### config.mk
export PLATFORM = sky130hd
export DESIGN_NAME = async_tx
export DESIGN_NICKNAME = d
export VERILOG_FILES = /design/src/rtl/async_tx_pkg.sv /design/src/rtl/async_tx_fifo.sv /design/src/rtl/async_tx_bit_timer.sv /design/src/rtl/async_tx_framer.sv /design/src/rtl/async_tx.sv
export SDC_FILE = /design/constraint.sdc
export NUM_CORES = 1
export LEC_CHECK = 0
export CAP_MARGIN = 20
export CORE_ASPECT_RATIO = 1.5
export CORE_MARGIN = 2
export CORE_UTILIZATION = 50
export DETAILED_ROUTE_END_ITERATION = 8
export PLACE_DENSITY = 0.71
export REMOVE_ABC_BUFFERS = 1
export SLEW_MARGIN = 5
export SYNTH_ARGS = -nofsm -noshare
export SYNTH_HDL_FRONTEND = slang
export SYNTH_SLANG_ARGS = --single-unit
export TNS_END_PERCENT = 100
### constraint.sdc
create_clock -name clk -period 1.8 [get_ports clk]
set_clock_uncertainty 0.1 [all_clocks]
set_input_delay 0.36 -clock clk [delete_from_list [all_inputs] [get_ports clk]]
set_output_delay 0.36 -clock clk [all_outputs]
set_load 0.005 [all_outputs]
### src/rtl/async_tx_pkg.sv
package async_tx_pkg;

  // framer phases of one character
  typedef enum logic [2:0] {
    TX_IDLE  = 3'd0,
    TX_START = 3'd1,
    TX_DATA  = 3'd2,
    TX_PAR   = 3'd3,
    TX_STOP  = 3'd4
  } tx_state_e;

  // line settings captured at character start
  typedef struct packed {
    logic [1:0] len_code;   // data bits = 5 + len_code
    logic       par_en;
    logic       par_even;
    logic [1:0] stop_sel;   // 0: 1, 1: 1.5, 2/3: 2 stop bits
  } line_cfg_t;

endpackage

### src/rtl/async_tx_fifo.sv
module async_tx_fifo #(
  parameter int W     = 8,
  parameter int DEPTH = 16
) (
  input  logic         clk,
  input  logic         rst_n,
  input  logic         deep_mode,
  input  logic         push_req,
  input  logic [W-1:0] push_data,
  input  logic         pop,
  output logic [W-1:0] rd_data,
  output logic         empty
);

  localparam int AW = (DEPTH > 1) ? $clog2(DEPTH) : 1;
  localparam int CW = $clog2(DEPTH + 1);
  localparam logic [AW-1:0] LAST = AW'(DEPTH - 1);

  logic [W-1:0]  mem [DEPTH];
  logic [AW-1:0] wp_q, wp_d, rp_q, rp_d;
  logic [CW-1:0] cnt_q, cnt_d;
  logic          full, accept, take;

  // capacity depends on mode: one holding entry or the whole queue
  assign full   = deep_mode ? (cnt_q == CW'(DEPTH)) : (cnt_q != '0);
  assign empty  = (cnt_q == '0);
  assign take   = pop && !empty;
  assign accept = push_req && (!full || take);
  assign rd_data = mem[rp_q];

  always_comb begin
    wp_d  = wp_q;
    rp_d  = rp_q;
    cnt_d = cnt_q;
    if (accept) wp_d = (wp_q == LAST) ? '0 : wp_q + AW'(1);
    if (take)   rp_d = (rp_q == LAST) ? '0 : rp_q + AW'(1);
    unique case ({accept, take})
      2'b10:   cnt_d = cnt_q + CW'(1);
      2'b01:   cnt_d = cnt_q - CW'(1);
      default: cnt_d = cnt_q;
    endcase
  end

  always_ff @(posedge clk or negedge rst_n) begin
    if (!rst_n) begin
      wp_q  <= '0;
      rp_q  <= '0;
      cnt_q <= '0;
    end else if (accept || take) begin
      wp_q  <= wp_d;
      rp_q  <= rp_d;
      cnt_q <= cnt_d;
    end
  end

  // storage carries no reset
  always_ff @(posedge clk) begin
    if (accept) mem[wp_q] <= push_data;
  end

endmodule

### src/rtl/async_tx_bit_timer.sv
module async_tx_bit_timer #(
  parameter int TW = 6
) (
  input  logic          clk,
  input  logic          rst_n,
  input  logic          tick,
  input  logic          run,
  input  logic          restart,
  input  logic [TW-1:0] slot_len,
  output logic          slot_end
);

  logic [TW-1:0] cnt_q, cnt_d;
  logic          cnt_en;

  assign slot_end = run && tick && (cnt_q == slot_len - TW'(1));
  assign cnt_en   = restart || (run && tick);

  always_comb begin
    if (restart || slot_end) cnt_d = '0;
    else                     cnt_d = cnt_q + TW'(1);
  end

  always_ff @(posedge clk or negedge rst_n) begin
    if (!rst_n)      cnt_q <= '0;
    else if (cnt_en) cnt_q <= cnt_d;
  end

endmodule

### src/rtl/async_tx_framer.sv
module async_tx_framer
  import async_tx_pkg::*;
#(
  parameter int W  = 8,
  parameter int OS = 16
) (
  input  logic         clk,
  input  logic         rst_n,
  input  logic         tick,
  input  line_cfg_t    cfg_in,
  input  logic         buf_valid,
  input  logic [W-1:0] buf_data,
  input  logic         cts,
  input  logic         cts_auto,
  input  logic         brk,
  output logic         take,
  output logic         busy,
  output logic         tx_line
);

  localparam int MIN_LEN = W - 3;
  localparam int BW      = $clog2(W);
  localparam int TW      = $clog2(2 * OS + 1);
  localparam logic [TW-1:0] LEN_ONE  = TW'(OS);
  localparam logic [TW-1:0] LEN_HALF = TW'(OS + OS / 2);
  localparam logic [TW-1:0] LEN_TWO  = TW'(2 * OS);

  tx_state_e     st_q, st_d;
  logic [W-1:0]  sh_q, sh_d;
  logic [BW-1:0] left_q, left_d;
  logic          par_q, par_d;
  line_cfg_t     cfg_q, cfg_d;
  logic [TW-1:0] slot_len;
  logic          slot_end, can_go, load, reg_en, line_bit;

  function automatic logic calc_par(input logic [W-1:0] d, input line_cfg_t c);
    logic x;
    x = 1'b0;
    for (int i = 0; i < W; i++) begin
      if (i < MIN_LEN + int'(c.len_code)) x = x ^ d[i];
    end
    return c.par_even ? x : ~x;
  endfunction

  // start gating: data present and, in auto mode, peer ready
  assign can_go = buf_valid && (!cts_auto || cts);

  always_comb begin
    slot_len = LEN_ONE;
    if (st_q == TX_STOP) begin
      unique case (cfg_q.stop_sel)
        2'd0:    slot_len = LEN_ONE;
        2'd1:    slot_len = LEN_HALF;
        default: slot_len = LEN_TWO;
      endcase
    end
  end

  async_tx_bit_timer #(.TW(TW)) u_timer (
    .clk      (clk),
    .rst_n    (rst_n),
    .tick     (tick),
    .run      (busy),
    .restart  (load),
    .slot_len (slot_len),
    .slot_end (slot_end)
  );

  // next-state logic
  always_comb begin
    st_d   = st_q;
    sh_d   = sh_q;
    left_d = left_q;
    par_d  = par_q;
    cfg_d  = cfg_q;
    load   = 1'b0;
    unique case (st_q)
      TX_IDLE:  if (can_go) load = 1'b1;
      TX_START: if (slot_end) begin
        st_d   = TX_DATA;
        left_d = BW'(MIN_LEN - 1) + BW'(cfg_q.len_code);
      end
      TX_DATA:  if (slot_end) begin
        sh_d = sh_q >> 1;
        if (left_q == '0) st_d = cfg_q.par_en ? TX_PAR : TX_STOP;
        else              left_d = left_q - BW'(1);
      end
      TX_PAR:   if (slot_end) st_d = TX_STOP;
      TX_STOP:  if (slot_end) begin
        if (can_go) load = 1'b1;
        else        st_d = TX_IDLE;
      end
      default:  st_d = TX_IDLE;
    endcase
    if (load) begin
      st_d  = TX_START;
      sh_d  = buf_data;
      cfg_d = cfg_in;
      par_d = calc_par(buf_data, cfg_in);
    end
  end

  assign reg_en = load || slot_end;

  always_ff @(posedge clk or negedge rst_n) begin
    if (!rst_n) begin
      st_q   <= TX_IDLE;
      sh_q   <= '0;
      left_q <= '0;
      par_q  <= 1'b0;
      cfg_q  <= '0;
    end else if (reg_en) begin
      st_q   <= st_d;
      sh_q   <= sh_d;
      left_q <= left_d;
      par_q  <= par_d;
      cfg_q  <= cfg_d;
    end
  end

  always_comb begin
    unique case (st_q)
      TX_START: line_bit = 1'b0;
      TX_DATA:  line_bit = sh_q[0];
      TX_PAR:   line_bit = par_q;
      default:  line_bit = 1'b1;
    endcase
  end

  assign take    = load;
  assign busy    = (st_q != TX_IDLE);
  assign tx_line = line_bit & ~brk;

endmodule

### src/rtl/async_tx.sv
module async_tx
  import async_tx_pkg::*;
#(
  parameter int W     = 8,
  parameter int DEPTH = 16,
  parameter int OS    = 16
) (
  input  logic         clk,
  input  logic         rst_n,
  input  logic         tick16,
  input  logic         wr_en,
  input  logic [W-1:0] wr_data,
  input  logic         fifo_mode,
  input  logic [1:0]   len_code,
  input  logic         par_en,
  input  logic         par_even,
  input  logic [1:0]   stop_sel,
  input  logic         brk,
  input  logic         cts,
  input  logic         cts_auto_en,
  output logic         tx_out,
  output logic         thr_empty,
  output logic         tsr_empty
);

  logic [1:0]   rst_pipe;
  logic         rst_sync_n;
  logic         pop, empty, busy;
  logic [W-1:0] buf_data;
  line_cfg_t    cfg;

  // asynchronous assertion, synchronous release
  always_ff @(posedge clk or negedge rst_n) begin
    if (!rst_n) rst_pipe <= 2'b00;
    else        rst_pipe <= {rst_pipe[0], 1'b1};
  end
  assign rst_sync_n = rst_pipe[1];

  assign cfg = '{len_code: len_code, par_en: par_en,
                 par_even: par_even, stop_sel: stop_sel};

  async_tx_fifo #(.W(W), .DEPTH(DEPTH)) u_buf (
    .clk       (clk),
    .rst_n     (rst_sync_n),
    .deep_mode (fifo_mode),
    .push_req  (wr_en),
    .push_data (wr_data),
    .pop       (pop),
    .rd_data   (buf_data),
    .empty     (empty)
  );

  async_tx_framer #(.W(W), .OS(OS)) u_frm (
    .clk       (clk),
    .rst_n     (rst_sync_n),
    .tick      (tick16),
    .cfg_in    (cfg),
    .buf_valid (!empty),
    .buf_data  (buf_data),
    .cts       (cts),
    .cts_auto  (cts_auto_en),
    .brk       (brk),
    .take      (pop),
    .busy      (busy),
    .tx_line   (tx_out)
  );

  assign thr_empty = empty;
  assign tsr_empty = empty && !busy;

endmodule

[Word-level counts from Yosys, hierarchy flattened]
Memories as Yosys holds them, arrays and structs flattened.
Index checks and enable logic that the tools add are counted.
W data, S select, Z words.
Storage, ports and cells
  RAM bits: 128
  logic and storage cells: 139
  input bits: 22
  memories: 1
  flip-flop bits (word level): 41
  output and inout port bits: 3
Operators by class
  eq/ne operators: 21
  multiplexer cells: 46
  bitwise logic cells: 10
  $add $sub $neg: 9
  $lt $le $gt $ge: 8
  reduce and logical (&&, ||, !) cells: 32
Memories
  u_buf.mem: words 16, width 8, read ports 1, clocked after memory_dff 0, wr ports 1, line async_tx_fifo.sv:19  | logic [W-1:0] mem [DEPTH];
Operator list (count)
  $lt A4 B32 Y1 const A: 4
  $lt A3 B32 Y1 const A: 2
  $mux W3: 11
  $lt A1 B32 Y1 const A: 1
  $lt A2 B32 Y1 const A: 1
  $mux W8: 3
  $mux W1: 22
  $ne A3 B2 Y1 const B: 5
  $pmux W3 S5: 1
  $mux W6: 2
  $pmux W6 S2: 1
  $pmux W5 S2: 1
  $add A4 B1 Y4 const B: 2
  $eq A4 B4 Y1 const B: 2
  $mux W4: 2
  $reduce_and A2 Y1: 4
  $reduce_and A8 Y1: 1
  $reduce_bool A2 Y1: 4
  $xor A1 B1 Y1: 7
  $add A6 B1 Y6 const B: 1
  $eq A3 B2 Y1 const B: 2
  $eq A6 B6 Y1: 1
  $logic_and A1 B1 Y1: 6
  $logic_not A3 Y1: 2
  other kinds (27): 38

[Depth between registers and ports, before layout]
  depth after elaboration: 32
  depth in mapped cells: 14
  gate-level depth less buffers: 13

[Modules after synthesis]
A second synthesis with hierarchy kept.
Unflattened totals
  cells, all modules: 491
  area total of the unflattened synthesis: 7574.8 um^2
Modules (own cells, without submodules)
  async_tx_fifo: area an instance 5804.3 um^2, times used 1, sequential area each 4169.0 um^2, cells an instance 304
  async_tx_framer: area an instance 1208.7 um^2, times used 1, sequential area each 500.5 um^2, cells an instance 132
  async_tx_bit_timer: area an instance 490.5 um^2, times used 1, sequential area each 150.1 um^2, cells an instance 50
  async_tx: area an instance 71.3 um^2, times used 1, sequential area each 50.0 um^2, cells an instance 5

[Worst setup path after synthesis]
OpenSTA, ideal clock, no wires.
  path kind: register -> register
  start point: register u_frm.st_q[2]
  end point: register u_buf.cnt_q[4]
  data arrival time: 3.414 ns
  library setup time: 0.123 ns
  setup slack: -1.836 ns
  buffers on the path: 0
  cell stages (with the launch flop): 14
  required time: 1.577 ns
  period minus slack after synthesis: 3.636 ns
  cells stage by stage: dfrtp_1 or3b_2 nor2_1 ha_1 xor2_1 nor4_1 o21ai_2 a211oi_1 ha_1 a21o_1 a21oi_1 xnor2_1 nand2_1 xnor2_1
Between the ends
  longest elaborated chain between the ends: 13
  elaborated cells on any way between the ends: 19
  those cells by class: add/sub: 1; eq/ne: 4; mux: 4; reduce/logical: 10
RTL lines
  start: declaration: line async_tx_framer.sv:28  | tx_state_e st_q, st_d;
  start signal: assignment: line async_tx_framer.sv:113  | st_q <= st_d;
  $eq A3 B3 Y1: line async_tx_framer.sv:50, async_tx_framer.sv:77
  $mux W6: line async_tx_framer.sv:50  | if (st_q == TX_STOP) begin
  $sub A6 B1 Y6: line async_tx_bit_timer.sv:16  | assign slot_end = run && tick && (cnt_q == slot_len - TW'(1));
  $eq A6 B6 Y1: line async_tx_bit_timer.sv:16
  $logic_and A1 B1 Y1: line async_tx_bit_timer.sv:16
  $mux W1: line async_tx_framer.sv:89  | TX_STOP: if (slot_end) begin
  $pmux W1 S2 *: line async_tx_framer.sv:77  | unique case (st_q)
  $logic_and A1 B1 Y1 *: line async_tx_fifo.sv:27  | assign take = pop && !empty;
  $logic_or A1 B1 Y1: line async_tx_fifo.sv:28  | assign accept = push_req && (!full || take);
  $logic_and A1 B1 Y1: line async_tx_fifo.sv:28
  $eq A2 B2 Y1 or $eq A2 B1 Y1 (tied branches): line async_tx_fifo.sv:37  | unique case ({accept, take})
  $reduce_bool A2 Y1 (no source line)
  $reduce_and A2 Y1 (no source line)
  end signal: assignment: line async_tx_fifo.sv:52  | cnt_q <= cnt_d;
  end: declaration: line async_tx_fifo.sv:21  | logic [CW-1:0] cnt_q, cnt_d;
Mark *: on every way between the ends. The rest lies on a longest branch, timed or not.
A chain may end at the register's enable or synchronous reset.

[Final worst setup path]
  start point: register u_frm.st_q[1]
  end point: register u_buf.cnt_q[4]
The elaborated chain is that of the path after synthesis.

==> summary.md <==
| Metric | Value |
|---|---|
| Status | finished, violations left |
| Violated checks | negative setup slack |
| Main synth FF type | edfxtp_1 |
| Placeable Area | 14400 um2 |
| Critical Path RT | 2.03 ns |
| WL final | 16600 um |
| Total Die Area | 15500 um2 |
| Vias in the first global route | 4525 |
| Fin crit period | 3.17 ns |
| Placed cell areas | 8510 um2 |
| Crit path launch type | register |
| H-tree depth | 4 |
| Layout area overhead | 29.7% |
| Hold Vio Cnt, Final | 0 |
| R2r worst-path depth | 15 |
| Die X | 102 um |
| DR vias | 4347 |
| Kind of critical path | reg -> reg |
| CP Max Fanout | 3 |
| Register area | 4870 um2 |
| Element type at the critical path end | register |
| Die extent in y | 152 um |
| Area of the multi-input gates | 2540 um2 |
| ANT cells | 0 |
| Io pins | 25 |
| Cells after Synth | 452 |
| HP Class | reg -> async |
| Reg2reg end | u_buf.cnt_q[4]$_DFFE_PN0P_ |
| Distinct cells, synth | 51 |
| Worst reg2reg path startpoint | u_frm.st_q[1]$_DFFE_PN0P_ |
| Layout fillers | 955 |
| Worst-Margin Slew | 0.602 ns |
| RePlAce Congestion | 0.840 |
| Via density | 5.60 |
| Peak supply drop | 0.000633 V |
| Reg2reg setup slack | -1.37 ns |
| Largest net degree at the start of global routing | 40 |
| Final HPWL DP | 10800 um |
| Clk sinks | 169 |
| Worst EP arrival | 3.39 ns |
| Setup WS post-layout | -1.37 ns |
| Clock root cell | clkbuf_16 |
| CTS Buf Count | 17 |
| P per Cell Area | 1080 nW/um2 |
| Fin nets | 603 |
| Unrepaired setup endpoints after global routing | true |
| I/O Buffers | 24 |
| YS warnings | 0 |
| Leak pwr | 0.00345 uW |
| GR Overflow Total | 0 |
| Worst-skew pair later-pin latency | 0.43 ns |
| Ys async rst share | 24.3% |
| First-pass GRT wire length | 25200 um |
| Number of synthesized flops with an enable pin | 128 |
| Number of DRC markers in iteration 0 | 246 |
| Initial Util | 50.5% |
| Setup TNS | -205.84 ns |
| Avg Cell Area, Syn | 16.1 um2 |
| Total GRT Usage | 22.5% |
| Max Cap Violations | 0 |
| Flops & latches, synth | 169 |
| Fin crit share | 176% |
| Share of layout cells above drive strength 1 | 38.3% |
| FP Rows | 54 |
| Post-DRT Antenna Nets | 0 |
| Slew Limit Fails | 0 |
| CTS tree | done |
| Max frequency | 316 MHz |
| Worst-path clk slew | 0.08 ns |
| First-pass DRT Iterations | 4 |
| DRC viols | 0 |
| Finished Cell Area | 9420 um2 |
| Clk buf depth | 2 |
| Antenna violations before repair | 0 |
| Register area share after synthesis | 67.0% |
| Rel. slew slack | 59.4% |
| Drt wl/cell | 21.4 um |
| Final setup viols | 170 |
| Worst Setup SP | u_frm.st_q[1]$_DFFE_PN0P_ |
| Mapped cell area | 7270 um2 |
report_power, final:
group | switching (uW) | total (uW) | internal, uW
registers | 226 | 4740 | 4520
logic | 881 | 1800 | 922
clock network | 1730 | 3610 | 1880
critical path, cell delays in order (launching register included):
cell	delay [ns]
dfrtp_1	0.38
or3b_4	0.40
nor2_2	0.09
ha_1	0.24
xor2_1	0.18
nor4_2	0.07
o21ai_2	0.10
a211oi_2	0.08
buf_4	0.15
buf_6	0.12
fa_2	0.38
a21o_1	0.22
a21oi_2	0.19
xnor2_1	0.15
nand2_1	0.09
xnor2_1	0.12
registers in the layout, summed over array words and instances (netlist names):
signal	cells
u_buf.mem	128
u_frm.sh_q	8
u_frm.u_timer.cnt_q	6
u_buf.cnt_q	5
u_frm.cfg_q	5
u_buf.rp_q	4
u_buf.wp_q	4
u_frm.left_q	3
u_frm.st_q	3
rst_pipe	2
u_frm.par_q	1
cell usage after synthesis (2+ instances only):
master | n | area (um2)
nor2_1 | 19 | 71.3
nand2_1 | 31 | 116
clkbuf_1 | 11 | 41.3
nand4_1 | 2 | 12.5
mux2i_1 | 10 | 100
xnor2_1 | 12 | 105
buf_2 | 4 | 20.0
mux4_2 | 34 | 766
buf_4 | 2 | 15.0
a22oi_1 | 5 | 37.5
a21o_1 | 4 | 30.0
and3_1 | 6 | 37.5
nand2b_1 | 4 | 25.0
nand3_1 | 13 | 65.1
buf_6 | 2 | 22.5
o21a_1 | 2 | 15.0
a31oi_1 | 2 | 12.5
a211oi_1 | 2 | 15.0
nor2b_1 | 5 | 31.3
o21ai_2 | 2 | 17.5
edfxtp_1 | 128 | 3840
nor3_1 | 5 | 25.0
ha_1 | 13 | 163
dfrtp_1 | 41 | 1030
inv_1 | 10 | 37.5
nor3b_1 | 4 | 30.0
mux2_2 | 11 | 124
o21ai_0 | 21 | 105
a21oi_1 | 12 | 60.1
and2_1 | 8 | 50.1
nor4_1 | 3 | 18.8
xor2_1 | 5 | 43.8
final cells by class:
class,count,area share [%]
well taps,196,2.60
multi-input cells,253,27.0
clock buffers,17,4.51
repair buffers,116,11.9
flip-flops and latches,169,51.7
inverters,10,0.425
clock inverters,15,1.90
how the worst max path moves through the flow:
stage	slack, ns	endpoint
3_5_place_dp	-1.58	u_buf.cnt_q[4]$_DFFE_PN0P_
6_report	-1.37	u_buf.cnt_q[4]$_DFFE_PN0P_
5_1_grt	-1.53	u_buf.cnt_q[4]$_DFFE_PN0P_
2_1_floorplan	-2.27	u_buf.mem[4][0]$_DFFE_PP_
3_3_place_gp	-1.48	u_buf.cnt_q[4]$_DFFE_PN0P_
4_1_cts	-1.40	u_buf.cnt_q[4]$_DFFE_PN0P_
cell usage in the layout, fill, tap and decap left out, types with 3 or more instances in the layout:
| master | count |
|---|---|
| o21ai_1 | 4 |
| xor2_1 | 5 |
| nor2_1 | 12 |
| xnor2_1 | 11 |
| nor3_4 | 3 |
| ha_1 | 11 |
| a21oi_2 | 4 |
| mux2_4 | 4 |
| mux4_2 | 34 |
| o21ai_0 | 16 |
| clkbuf_16 | 19 |
| nand3_1 | 13 |
| nand2b_1 | 3 |
| buf_4 | 67 |
| a21oi_1 | 8 |
| nor2_4 | 4 |
| mux2_2 | 7 |
| and2_4 | 8 |
| a21o_1 | 4 |
| inv_8 | 6 |
| buf_6 | 14 |
| inv_1 | 8 |
| nor2_2 | 4 |
| clkinv_8 | 5 |
| nand2_1 | 31 |
| clkdlybuf4s50_1 | 21 |
| dfrtp_1 | 40 |
| nor3b_2 | 4 |
| clkinv_4 | 3 |
| nor2b_1 | 5 |
| and3_4 | 4 |
| edfxtp_1 | 128 |
| mux2i_1 | 10 |
| buf_12 | 6 |
| a22oi_1 | 5 |
per-layer routing:
metal  track usage (%)  up-vias  part of all wire [%]
li1                  -     1969                     -
met1              25.4     2213                    37
met2              41.0      125                    56
met3              4.45       40                   3.7
met4              9.60        0                   3.4
met5                 0        -                     0
per-stage QoR:
step                worst slack, ns  power (uW)  util [%]  cells  hold WS [ns]
floorplan                     -2.27        5540         -    432       -0.0356
global placement              -1.48        6230      59.2    740         0.215
detailed placement            -1.58        6310      59.2    740         0.220
CTS                           -1.40       10100      64.2    770         0.227
global route                  -1.53       10500      65.5    776         0.263
finish                        -1.37       10200      65.5    776         0.204
cells by family (layout without fill, tap and decap cells):
group / count (synthesis) / in the layout / share of synthesized area [%]
compound gates: 60 / 60 / 5.37
mux: 55 / 55 / 13.6
fa+ha+maj: 14 / 14 / 2.51
flops: 169 / 169 / 67.0
other cells: 1 / 1 / 0.0516
simple gates: 105 / 105 / 7.16
buf+inv: 30 / 158 / 1.93
xor+xnor: 18 / 18 / 2.36
timing repair:
action	CTS	global route
hold buffers	1	0
cloned	1	2
setup buffers	4	7
gates resized for setup	64	36
endpoints found under the setup margin	170	170
pin swaps	29	18
endpoints found under the hold margin	2	0
Note: power is estimated with default switching activity, not from simulation.
